[config.mk]
export PLATFORM = sky130hd
export DESIGN_NAME = pc_admit
export DESIGN_NICKNAME = d
export VERILOG_FILES = /design/src/rtl/pc_admit_pkg.sv /design/src/rtl/pc_burst_calc.sv /design/src/rtl/pc_admit_gate.sv /design/src/rtl/pc_chan_track.sv /design/src/rtl/pc_retry_flag.sv /design/src/rtl/pc_admit.sv
export SDC_FILE = /design/constraint.sdc
export NUM_CORES = 1
export LEC_CHECK = 0
export CORE_UTILIZATION = 45
export DETAILED_ROUTE_END_ITERATION = 10
export PLACE_DENSITY = 0.68
export SYNTH_ARGS = -nofsm -noshare
export SYNTH_HDL_FRONTEND = slang
export SYNTH_SLANG_ARGS = --single-unit
[constraint.sdc]
create_clock -name clk -period 7.3 [get_ports clk]
set_input_delay 1.46 -clock clk [delete_from_list [all_inputs] [get_ports clk]]
set_output_delay 1.46 -clock clk [all_outputs]
set_load 0.02 [all_outputs]
[src/rtl/pc_admit_pkg.sv]
package pc_admit_pkg;

  function automatic int unsigned pct_of(input int unsigned total,
                                         input int unsigned pct);
    return (total * pct) / 100;
  endfunction

  function automatic int unsigned max2(input int unsigned a,
                                       input int unsigned b);
    return (a > b) ? a : b;
  endfunction

  typedef enum logic {DIR_RD = 1'b0, DIR_WR = 1'b1} dir_e;

endpackage

[src/rtl/pc_burst_calc.sv]
module pc_burst_calc #(
  parameter int SIZE_W      = 8,
  parameter int BURST_BYTES = 32,
  parameter int NB_W        = 4
) (
  input  logic [$clog2(BURST_BYTES)-1:0] ofs,
  input  logic [SIZE_W-1:0]              size,
  output logic [NB_W-1:0]                bursts
);
  localparam int OFS_W = $clog2(BURST_BYTES);
  localparam int SPAN_W = pc_admit_pkg::max2(OFS_W, SIZE_W) + 2;

  logic [SPAN_W-1:0] span;

  always_comb begin
    span   = SPAN_W'(ofs) + SPAN_W'(size) + SPAN_W'(BURST_BYTES - 1);
    bursts = NB_W'(span[SPAN_W-1:OFS_W]);
  end
endmodule

[src/rtl/pc_admit_gate.sv]
module pc_admit_gate #(
  parameter int CNT_W  = 5,
  parameter int NB_W   = 4,
  parameter int CMP_W  = 8,
  parameter int RD_TOT = 16,
  parameter int WR_TOT = 16
) (
  input  logic                  split,
  input  logic                  is_wr,
  input  logic                  chan,
  input  logic [NB_W-1:0]       need,
  input  logic [1:0][CNT_W-1:0] rdq,
  input  logic [1:0][CNT_W-1:0] rsp,
  input  logic [1:0][CNT_W-1:0] wrq,
  output logic                  room
);
  localparam logic [CMP_W-1:0] RD_LIM_SPLIT = CMP_W'(RD_TOT / 2);
  localparam logic [CMP_W-1:0] WR_LIM_SPLIT = CMP_W'(WR_TOT / 2);
  localparam logic [CMP_W-1:0] RD_LIM_ALL   = CMP_W'(RD_TOT);
  localparam logic [CMP_W-1:0] WR_LIM_ALL   = CMP_W'(WR_TOT);

  logic [CMP_W-1:0] rd_own, rd_all, wr_own, wr_all, occ, lim;

  always_comb begin
    rd_own = CMP_W'(rdq[chan]) + CMP_W'(rsp[chan]);
    rd_all = CMP_W'(rdq[0]) + CMP_W'(rdq[1]) + CMP_W'(rsp[0]) + CMP_W'(rsp[1]);
    wr_own = CMP_W'(wrq[chan]);
    wr_all = CMP_W'(wrq[0]) + CMP_W'(wrq[1]);
    if (is_wr) begin
      occ = split ? wr_own : wr_all;
      lim = split ? WR_LIM_SPLIT : WR_LIM_ALL;
    end else begin
      occ = split ? rd_own : rd_all;
      lim = split ? RD_LIM_SPLIT : RD_LIM_ALL;
    end
    room = (occ + CMP_W'(need)) <= lim;
  end
endmodule

[src/rtl/pc_chan_track.sv]
module pc_chan_track #(
  parameter int CNT_W = 5,
  parameter int NB_W  = 4
) (
  input  logic             clk,
  input  logic             rst_n,
  input  logic             add_rd,
  input  logic             add_wr,
  input  logic [NB_W-1:0]  nb,
  input  logic             issue_rd,
  input  logic             done_rd,
  input  logic             done_wr,
  output logic [CNT_W-1:0] rdq,
  output logic [CNT_W-1:0] rsp,
  output logic [CNT_W-1:0] wrq,
  output logic             rd_freed,
  output logic             wr_freed
);
  localparam logic [CNT_W-1:0] ONE = CNT_W'(1);

  logic             issue_ok, upd;
  logic [CNT_W-1:0] add_amt, rdq_n, rsp_n, wrq_n;

  always_comb begin
    add_amt  = CNT_W'(nb);
    issue_ok = issue_rd && (rdq != '0);
    rd_freed = done_rd && (rsp != '0);
    wr_freed = done_wr && (wrq != '0);

    rdq_n = rdq;
    if (add_rd)   rdq_n = rdq_n + add_amt;
    if (issue_ok) rdq_n = rdq_n - ONE;

    rsp_n = rsp;
    if (issue_ok) rsp_n = rsp_n + ONE;
    if (rd_freed) rsp_n = rsp_n - ONE;

    wrq_n = wrq;
    if (add_wr)   wrq_n = wrq_n + add_amt;
    if (wr_freed) wrq_n = wrq_n - ONE;

    upd = add_rd | add_wr | issue_ok | rd_freed | wr_freed;
  end

  always_ff @(posedge clk or negedge rst_n) begin
    if (!rst_n) begin
      rdq <= '0;
      rsp <= '0;
      wrq <= '0;
    end else if (upd) begin
      rdq <= rdq_n;
      rsp <= rsp_n;
      wrq <= wrq_n;
    end
  end
endmodule

[src/rtl/pc_retry_flag.sv]
module pc_retry_flag (
  input  logic clk,
  input  logic rst_n,
  input  logic arm,
  input  logic freed,
  output logic pulse
);
  logic armed, armed_n, pulse_n, upd;

  always_comb begin
    pulse_n = armed & freed;
    armed_n = arm | (armed & ~freed);
    upd     = arm | freed | armed | pulse;
  end

  always_ff @(posedge clk or negedge rst_n) begin
    if (!rst_n) begin
      armed <= 1'b0;
      pulse <= 1'b0;
    end else if (upd) begin
      armed <= armed_n;
      pulse <= pulse_n;
    end
  end
endmodule

[src/rtl/pc_admit.sv]
module pc_admit #(
  parameter int ADDR_W      = 32,
  parameter int SIZE_W      = 8,
  parameter int BURST_BYTES = 32,
  parameter int SEL_BIT     = 6,
  parameter int RD_BUF_PC   = 8,
  parameter int WR_BUF_PC   = 8,
  parameter int WR_HI_PCT   = 85,
  parameter int WR_LO_PCT   = 50,
  localparam int NB_W = $clog2((2 * BURST_BYTES + (1 << SIZE_W) - 3) / BURST_BYTES + 1)
) (
  input  logic              clk,
  input  logic              rst_n,
  input  logic              cfg_split,
  input  logic              req_valid,
  input  logic              req_write,
  input  logic [ADDR_W-1:0] req_addr,
  input  logic [SIZE_W-1:0] req_size,
  input  logic [1:0]        rd_issue,
  input  logic [1:0]        rd_done,
  input  logic [1:0]        wr_done,
  output logic              acc_valid,
  output logic              acc_chan,
  output logic [NB_W-1:0]   acc_bursts,
  output logic              req_refused,
  output logic [1:0]        retry_rd,
  output logic [1:0]        retry_wr,
  output logic [1:0]        wr_drain_hi,
  output logic [1:0]        wr_drain_lo
);
  import pc_admit_pkg::*;

  localparam int OFS_W  = $clog2(BURST_BYTES);
  localparam int RD_TOT = 2 * RD_BUF_PC;
  localparam int WR_TOT = 2 * WR_BUF_PC;
  localparam int CNT_W  = $clog2(max2(RD_TOT, WR_TOT) + 1);
  localparam int CMP_W  = max2(CNT_W, NB_W) + 3;
  localparam logic [CMP_W-1:0] HI_SPLIT = CMP_W'(pct_of(WR_TOT, WR_HI_PCT / 2));
  localparam logic [CMP_W-1:0] LO_SPLIT = CMP_W'(pct_of(WR_TOT, WR_LO_PCT / 2));
  localparam logic [CMP_W-1:0] HI_ALL   = CMP_W'(pct_of(WR_TOT, WR_HI_PCT));
  localparam logic [CMP_W-1:0] LO_ALL   = CMP_W'(pct_of(WR_TOT, WR_LO_PCT));

  // reset: asserted at once, released through two flops
  logic [1:0] rst_sync;
  logic       rst_core_n;
  always_ff @(posedge clk or negedge rst_n) begin
    if (!rst_n) rst_sync <= 2'b00;
    else        rst_sync <= {rst_sync[0], 1'b1};
  end
  assign rst_core_n = rst_sync[1];

  logic addr_unused;
  assign addr_unused = ^req_addr;

  logic [NB_W-1:0]       need;
  logic                  room;
  logic [1:0][CNT_W-1:0] rdq_cnt, rsp_cnt, wrq_cnt;
  logic [1:0]            rd_freed, wr_freed;
  dir_e                  dir;

  assign dir = req_write ? DIR_WR : DIR_RD;

  pc_burst_calc #(.SIZE_W(SIZE_W), .BURST_BYTES(BURST_BYTES), .NB_W(NB_W)) u_burst (
    .ofs(req_addr[OFS_W-1:0]), .size(req_size), .bursts(need));

  pc_admit_gate #(.CNT_W(CNT_W), .NB_W(NB_W), .CMP_W(CMP_W),
                  .RD_TOT(RD_TOT), .WR_TOT(WR_TOT)) u_gate (
    .split(cfg_split), .is_wr(dir == DIR_WR), .chan(req_addr[SEL_BIT]),
    .need(need), .rdq(rdq_cnt), .rsp(rsp_cnt), .wrq(wrq_cnt), .room(room));

  always_comb begin
    acc_chan    = req_addr[SEL_BIT];
    acc_bursts  = need;
    acc_valid   = req_valid & room;
    req_refused = req_valid & ~room;
  end

  logic [CMP_W-1:0] wr_sum;
  assign wr_sum = CMP_W'(wrq_cnt[0]) + CMP_W'(wrq_cnt[1]);

  for (genvar c = 0; c < 2; c++) begin : g_chan
    logic             hit, add_rd, add_wr, rej_rd, rej_wr;
    logic [CMP_W-1:0] obs;

    always_comb begin
      hit    = (acc_chan == c[0]);
      add_rd = acc_valid   & hit & (dir == DIR_RD);
      add_wr = acc_valid   & hit & (dir == DIR_WR);
      rej_rd = req_refused & hit & (dir == DIR_RD);
      rej_wr = req_refused & hit & (dir == DIR_WR);
      obs    = cfg_split ? CMP_W'(wrq_cnt[c]) : wr_sum;
      wr_drain_hi[c] = obs >= (cfg_split ? HI_SPLIT : HI_ALL);
      wr_drain_lo[c] = obs <  (cfg_split ? LO_SPLIT : LO_ALL);
    end

    pc_chan_track #(.CNT_W(CNT_W), .NB_W(NB_W)) u_track (
      .clk(clk), .rst_n(rst_core_n), .add_rd(add_rd), .add_wr(add_wr),
      .nb(need), .issue_rd(rd_issue[c]), .done_rd(rd_done[c]),
      .done_wr(wr_done[c]), .rdq(rdq_cnt[c]), .rsp(rsp_cnt[c]),
      .wrq(wrq_cnt[c]), .rd_freed(rd_freed[c]), .wr_freed(wr_freed[c]));

    pc_retry_flag u_rty_rd (.clk(clk), .rst_n(rst_core_n), .arm(rej_rd),
                            .freed(rd_freed[c]), .pulse(retry_rd[c]));
    pc_retry_flag u_rty_wr (.clk(clk), .rst_n(rst_core_n), .arm(rej_wr),
                            .freed(wr_freed[c]), .pulse(retry_wr[c]));
  end
endmodule

# [Yosys cells after proc, flatten, opt, wreduce, memory -nomap -nowiden]
# Cells that the tools add are included.
[word_totals] reg_bits=40 input_bits=51 output_inout_bits=15
[op_classes] addsub=20 order_cmp=6 muxes=27 bitwise=53 n_reduce_logical=12
[ops] op="$mux W5" n=19
[ops] op="$mux W8" n=5
[ops] op="$reduce_bool A5 Y1" n=6
[ops] op="$sub A5 B1 Y5 const B" n=6
[ops] op="$or A1 B1 Y1" n=24
[ops] op="$and A1 B1 Y1" n=22
[ops] op="$add A5 B4 Y5" n=4
[ops] op="$add A5 B5 Y6" n=3
[ops] op="$add A8 B5 Y8" n=2
[ops] op="$ge A8 B8 Y1" n=2
[ops] op="$lt A8 B8 Y1" n=2
[ops] op="$add A5 B1 Y5 const B" n=2
[ops] op="$add A5 B8 Y9" n=1
[ops] op="$add A9 B5 Y9 const B" n=1
[ops] op="$add A8 B4 Y8" n=1
[ops] op="$le A8 B8 Y1" n=1
[ops] op="$mux W4" n=2
[ops] op="$not A1 Y1" n=7
[ops] op="$logic_and A1 B1 Y1" n=6
[ops] op="$lt A1 B2 Y1 const B" n=1
[ops] op="$mux W1" n=1

# [Depth between registers and ports, before layout]
# Gate-level depths: netlist (run 1).
[logic_depth] depth_word=14 mapped_depth=29

# [Modules after synthesis]
# Synthesis (run 1) repeated with hierarchy kept, for this count alone.
[unflattened] cells_unflattened=498 hier_area_um2=4639.4
[by_module_without_submodules] module="pc_chan_track" instances=2 cells_per_inst=119 area_each_um2=1183.6
[by_module_without_submodules] module="pc_admit_gate" instances=1 cells_per_inst=146 area_each_um2=1343.8
[by_module_without_submodules] module="pc_admit" instances=1 cells_per_inst=55 area_each_um2=390.4
[by_module_without_submodules] module="pc_retry_flag" instances=4 cells_per_inst=5 area_each_um2=68.8
[by_module_without_submodules] module="pc_burst_calc" instances=1 cells_per_inst=39 area_each_um2=262.8

# [Worst setup path after synthesis (run 1)]
# OpenSTA, ideal clock, no wires.
[synth_timing] path_type="input -> output" from="in req_addr[2]" to="out acc_valid" arrival_ps=5433 slack_ps=407 stages=20 n_path_buf=0 path_cell_list="inv_1 -> ha_1 -> inv_1 -> ha_1 -> nor3b_1 -> o21a_1 -> o21a_1 -> o21a_1 -> o21a_1 -> nor2_1 -> ha_1 -> a21o_1 -> a21oi_1 -> xnor2_1 -> ha_1 -> nor4bb_1 -> a2bb2oi_1 -> a31oi_1 -> o21ai_0 -> nor2_1"
[synth_via] elab_chain_cells=5
[synth_lines] element="start: declaration" line="pc_admit.sv:17" source="input logic [ADDR_W-1:0] req_addr,"
[synth_lines] element="$add A5 B8 Y9" line="pc_burst_calc.sv:16" source="span = SPAN_W'(ofs) + SPAN_W'(size) + SPAN_W'(BURST_BYTES - 1);"
[synth_lines] element="$add A9 B5 Y9" line="pc_burst_calc.sv:16"
[synth_lines] element="via acc_bursts[1]" line="pc_admit.sv:24" source="output logic [NB_W-1:0] acc_bursts,"
[synth_lines] element="$add A8 B4 Y8" line="pc_admit_gate.sv:36" source="room = (occ + CMP_W'(need)) <= lim;"
[synth_lines] element="$le A8 B8 Y1" line="pc_admit_gate.sv:36"
[synth_lines] element="$and A1 B1 Y1" line="pc_admit.sv:74" source="acc_valid = req_valid & room;"
[synth_lines] element="end: declaration" line="pc_admit.sv:22" source="output logic acc_valid,"
# The timed path passes the listed nets, and every way through them passes these cells.

# [Worst setup path after layout (run 1)]
[layout_timing] from="in req_addr[1]" to="reg g_chan[1].u_track.wrq[4]"
[layout_via] elab_chain_cells=11
[layout_lines] element="$add A5 B8 Y9 *" line="pc_burst_calc.sv:16"
[layout_lines] element="$add A9 B5 Y9 *" line="pc_burst_calc.sv:16"
[layout_lines] element="branches (longest 9 deep; another with $add A8 B4 Y8)"
[layout_lines] element="end signal: assignment" line="pc_chan_track.sv:53" source="wrq <= wrq_n;"
[layout_lines] element="end: declaration" line="pc_chan_track.sv:15" source="output logic [CNT_W-1:0] wrq,"
# Mark *: on every way between the ends.
# A chain may end at the register's enable or synchronous reset.

==> results of run 1 <==
[flip-flops by register name (all words and copies together) (netlist names)]
| register | cells |
|---|---|
| g_chan.u_track.rdq | 10 |
| g_chan.u_rty_rd.armed | 2 |
| g_chan.u_rty_wr.armed | 2 |
| g_chan.u_track.rsp | 10 |
| g_chan.u_rty_wr.pulse | 2 |
| rst_sync | 2 |
| g_chan.u_track.wrq | 10 |
| g_chan.u_rty_rd.pulse | 2 |
[cells in the final DEF, fill, tap and decap left out, drive strengths merged, types with 3 or more instances in the layout]
| master | count |
|---|---|
| inv | 64 |
| ha | 60 |
| buf | 43 |
| dfrtp | 40 |
| xnor2 | 37 |
| clkdlybuf4s50 | 34 |
| a21oi | 30 |
| nand2 | 27 |
| nor2 | 26 |
| xor2 | 23 |
| mux2i | 21 |
| o21ai | 20 |
| nor3 | 17 |
| a21o | 16 |
| fa | 14 |
| mux2 | 9 |
| nand4 | 8 |
| a211oi | 6 |
| clkbuf | 6 |
| and2 | 5 |
| nand2b | 5 |
| o22ai | 5 |
| o21a | 5 |
| nor4b | 4 |
| o31ai | 3 |
| or2 | 3 |
| nor2b | 3 |
| a21boi | 3 |
[timing repair]
action,in CTS,in global routing
setup buffers,5,12
pin swaps,2,22
gates resized for setup,14,50
setup endpoints to repair,2,6
hold endpoints to repair,0,0
[worst max-delay path by stage]
| stage | end | start | slack (ns) | cells after the start |
|---|---|---|---|---|
| floorplan | acc_valid | req_addr[2] | 0.41 | 20 |
| global placement | acc_valid | req_addr[6] | -0.46 | 18 |
| detailed placement | acc_valid | req_addr[2] | -0.50 | 22 |
| CTS | req_refused | req_addr[2] | 0.02 | 23 |
| global route | g_chan[1].u_track.wrq[4] | req_addr[1] | -0.04 | 35 |
| finish | g_chan[1].u_track.wrq[4] | req_addr[1] | 0.20 | 35 |
[per-layer routing]
metal / GRT usage [%] / wire length (microns) / vias to the layer above
met2: 37.6 / 5410 / 70
li1: - / - / 1853
met5: 0 / 0 / -
met4: 3.57 / 159 / 0
met3: 2.28 / 363 / 13
met1: 27.5 / 4740 / 1880
[cell type report]
cell class,instances,area [sq um]
repair buffers,81,713
inverters,64,240
well taps,133,166
flip-flops and latches,40,1000
fillers,889,4170
clock buffers,5,68.8
multi-input cells,378,3370
[cell families (layout without fill, tap and decap cells)]
logic type,after synthesis,count (layout),share of synthesized area (%)
AND/OR/NAND/NOR,107,107,11.9
AO/OA/AOI/OAI,104,104,15.6
buffers and inverters,79,150,7.31
adder cells (fa/ha/maj),74,74,23.0
XOR/XNOR,60,60,11.7
flip-flops,40,40,22.3
multiplexers,32,32,8.04
other,1,1,0.0837
[metrics by stage]
| stage | setup WS [ns] | TNS, ns | cells | hold WS, ns | util (%) |
|---|---|---|---|---|---|
| 2_1_floorplan | 0.407 | 0 | 497 | 0.331 | - |
| 3_3_place_gp | -0.457 | -0.914 | 679 | 0.312 | 52.8 |
| 3_5_place_dp | -0.500 | -1.26 | 679 | 0.329 | 52.8 |
| 4_1_cts | 0.0170 | 0 | 689 | 0.335 | 54.3 |
| 5_1_grt | -0.0366 | -0.0529 | 701 | 0.372 | 57.1 |
| 6_report | 0.197 | 0 | 701 | 0.296 | 57.1 |
==> results.md, run 1 <==
* Worst Setup End Kind: register
* Drt wl/cell at 15.2 microns
* R2R cell count at 31
* Share of layout cells above drive strength 1 at 18.5%
* Antenna-violating nets left at 0
* Syn avg cell area at 9.02 sq um
* Crit-path most repeated cell: buf_4
* Max Slew Vio Count at 0
* Ant diodes at 0
* Synth top area cells: dfrtp_1 (22%), ha_1 (17%), xnor2_1 (7.2%)
* Via density at 5.44
* Worst setup path category: in -> reg
* CP bufs+invs at 9
* Area grow syn2layout at 24.0%
* Max cap viols at 0
* Final wirelength at 10700 microns
* First-pass GRT wire length at 17000 microns
* HPWL Detailed at 8290 microns
* Final setup vio count at 0
* Initial DRC count at 98
* Initial antenna violation count at 0
* Starting Density at 46.1%
* Setup Skew at 0.00882 ns
* Num rows at 36
* R2r setup slk at 0.54 ns
* HP Class: reg -> async
* Final Cycle Share at 97.3%
* Worst-Margin Slew at 0.842 ns
* CTS Buffer Depth at 2
* Final instance area at 0.00556 sq mm
* Run status: complete, no violations
* Yosys top cell by area: dfrtp_1
* DR vias at 3816
* Total GRT Usage at 21.0%
* Core ar. at 0.00973 sq mm
* Largest net degree at the start of global routing at 39
* Slowest cell on crit path: clkdlybuf4s50_1
* CTS tree: yes
* CP Launch Type: primary input
* Delay of the slowest critical-path stage at 0.46 ns
* FMAX at 0.141 GHz
* Synth cell types at 55
* Most frequent cell after synthesis: inv_1
* Yosys top cell area share at 22.3%
* # hold bufs at CTS at 0
* Worst path top cell family by delay: adder cells
* Root buf cell: clkbuf_8
* Global route overflow at 0
* Die ar. at 0.0104 sq mm
* Synth Cell Area at 0.00448 sq mm
* Gpl congestion at 0.837
* Reg2reg end: g_chan[1].u_track.wrq[4]
* Vias in the first global route at 3723
* Worst EP required at 7.48 ns
* Post-synth top cells: inv_1 (64), ha_1 (60), dfrtp_1 (40), xnor2_1 (37), a21oi_1 (30)
* I/O Buffers at 39
* Syn_nets at 622
* Critical path fanouts, max at 4
* Ports at 66
* Chip width at 102 microns
* Clock Pin Slew Worst Setup and Hold Paths at 0.08 ns
* Register area share after synthesis at 22.3%
* Residual DRC at 0
* Area after DPL at 0.00514 sq mm
* Post-synth EDFFs at 0
* Skew-Pair Late Insertion Delay at 0.29 ns
* CTS Buf Count at 5
* Flops & latches, synth at 40
* Die Ht at 102 microns
* Drt pass-1 iters at 4
* FFs w/ async S/R, synth at 100%
* Synth warnings at 0
* Hold Fails Final Rpt at 0
* Nets at 695
* H-tree levels at 2
* Tmin final at 7.10 ns
* Reg-to-Reg Start: g_chan[1].u_track.rdq[0]
* Max_slew headroom at 43.8%
* Crit path DAT at 7.28 ns
* Synth Flop Type: dfrtp_1
* Synth Instances at 497
* Clock sink total at 40
Power of run 1 is left out: the tool's default activity adds up to more than one toggle a clock period on the data nets, which glitch-free logic cannot reach.
==> run 2, diff against run 1 <==
--- a/config.mk
+++ b/config.mk
@@ -5,9 +5,9 @@
 export SDC_FILE = /design/constraint.sdc
 export NUM_CORES = 1
 export LEC_CHECK = 0
-export CORE_UTILIZATION = 45
+export CORE_UTILIZATION = 33
 export DETAILED_ROUTE_END_ITERATION = 10
-export PLACE_DENSITY = 0.68
+export GPL_TIMING_DRIVEN = 0
 export SYNTH_ARGS = -nofsm -noshare
 export SYNTH_HDL_FRONTEND = slang
 export SYNTH_SLANG_ARGS = --single-unit
==> run 2 against run 1 <==
  * Global-route usage down 5.3 points
  * First-iteration DRC count up 71%
  * Non-clock buffer count down 16
  * Wire length down 3.3%
  * Register-to-register slack better by 0.17 ns
  * Cell count up 4.3%
  * Setup slack better by 0.028 ns
  * Critical path depth down 12
  * Clock-buffer cell count up 3
  * Highest routed layer unchanged
==> results.md, run 2 (synthesis gave the netlist of run 1 again) <==
* Most frequent cells in the layout: inv_1 (63), ha_1 (57), dfrtp_1 (39)
* Gpl congestion at 0.821
* Setup TNS at 0 ns
* Crit path DAT at 5.62 ns
* CTS tree: yes
* Initial antenna violation count at 0
* Post-Layout Cell Count at 731
* Global route overflow at 0
* Root buf cell: clkbuf_16
* Residual DRC at 0
* Max Slew Vio Count at 0
* Fin util at 41.3%
* Nets at 679
* Share of layout cells above drive strength 1 at 13.9%
* Worst-Margin Slew at 0.825 ns
* Tmin final at 7.08 ns
* Num rows at 42
* Drt wl/cell at 14.1 microns
* Core ar. at 0.0132 sq mm
* # hold bufs at CTS at 0
* Setup Skew at 0.00440 ns
* Die Ht at 119 microns
* R2r setup slk at 0.71 ns
* Vias in the first global route at 3773
* Critical path fanouts, max at 3
* Final Cycle Share at 96.9%
* CTS Buffer Depth at 2
* Clock Pin Slew Worst Setup and Hold Paths at 0.06 ns
* Top flop regs: g_chan.u_track.rdq x10, g_chan.u_track.rsp x10, g_chan.u_track.wrq x10
* Max_slew headroom at 44.3%
* Hold Slack at 0.350 ns
* Initial DRC count at 168
* DR vias at 3606
* Commonest non-fill, non-tap cell in the layout: inv_1
* Worst EP required at 5.84 ns
* Hold Fails Final Rpt at 0
* Largest net degree at the start of global routing at 39
* CTS Buf Count at 5
* Total GRT Usage at 15.7%
* Worst setup path category: in -> out
* Ports at 66
* Final wirelength at 10300 microns
* Placed instance count at 710
* HP Class: reg -> reg
* Area grow syn2layout at 22.1%
* Run status: complete, no violations
* I/O Buffers at 37
* H-tree levels at 2
* Via density at 4.93
* Max cap viols at 0
* HPWL Detailed at 8210 microns
* Ant diodes at 0
* Antenna-violating nets left at 0
* First-pass GRT wire length at 17900 microns
* Worst Setup End Kind: output pin
* Chip width at 119 microns
* CP Launch Type: primary input
* FMAX at 0.141 GHz
* Final setup vio count at 0
* Die ar. at 0.0141 sq mm
* Skew-Pair Late Insertion Delay at 0.28 ns
* Clock sink total at 40
* Starting Density at 33.8%
* Drt pass-1 iters at 7
-- run 2: layer usage --
metal	vias to the layer above	routed length (microns)	global-route usage [%]
met5	-	0	0
met4	0	187	5.30
met3	10	430	2.65
met2	57	4930	26.6
met1	1716	4760	20.3
li1	1823	-	-
-- run 2: worst paths after layout --
| check | from | endpoint | cells after the start |
|---|---|---|---|
| setup / recovery | req_size[1] | req_refused | 23 |
| min in group asynchronous | rst_sync[1] | g_chan[0].u_track.rsp[1] | 0 |
| max in group asynchronous | rst_n | rst_sync[1] | 1 |
| hold reg to reg | rst_sync[0] | rst_sync[1] | 0 |
| setup reg to reg | g_chan[1].u_track.rdq[0] | g_chan[1].u_track.wrq[4] | 29 |
| hold / removal | rst_sync[0] | rst_sync[1] | 0 |
-- run 2: area by class of cell --
class | instances | area [sq um]
multi-input combinational | 378 | 3300
fill | 1325 | 7770
inverter | 64 | 240
sequential | 40 | 1000
clock buffer | 8 | 146
tap | 176 | 220
buffer | 14 | 87.6
timing repair buffer | 51 | 477
-- run 2: metrics by stage --
| stage | setup slack, ns | area (sq um) |
|---|---|---|
| 2_1_floorplan | 0.407 | 4480 |
| 3_3_place_gp | -0.875 | 5070 |
| 3_5_place_dp | -0.910 | 5070 |
| 4_1_cts | 0.0104 | 5340 |
| 5_1_grt | -0.0180 | 5470 |
| 6_report | 0.224 | 5470 |
-- run 2: worst max-delay path: stages --
cell	delay [ns]
clkdlybuf4s50_1	0.45
inv_1	0.04
ha_2	0.17
inv_2	0.06
ha_4	0.19
nor3b_2	0.14
o21a_1	0.18
o21a_1	0.21
o21a_2	0.26
o21a_4	0.26
xor2_4	0.22
ha_4	0.24
a21o_1	0.16
a21oi_2	0.16
xnor2_1	0.09
ha_1	0.30
nor4bb_4	0.30
a2bb2oi_2	0.09
a31oi_1	0.19
o21ai_1	0.13
nand2_1	0.13
inv_1	0.06
buf_6	0.12
-- run 2: repair_timing --
item | CTS | global route
gates cloned | 0 | 0
gates resized for setup | 19 | 26
pin swaps | 4 | 17
setup endpoints to repair | 6 | 6
buffers inserted | 7 | 7
Power of run 2 is left out for the same reason.
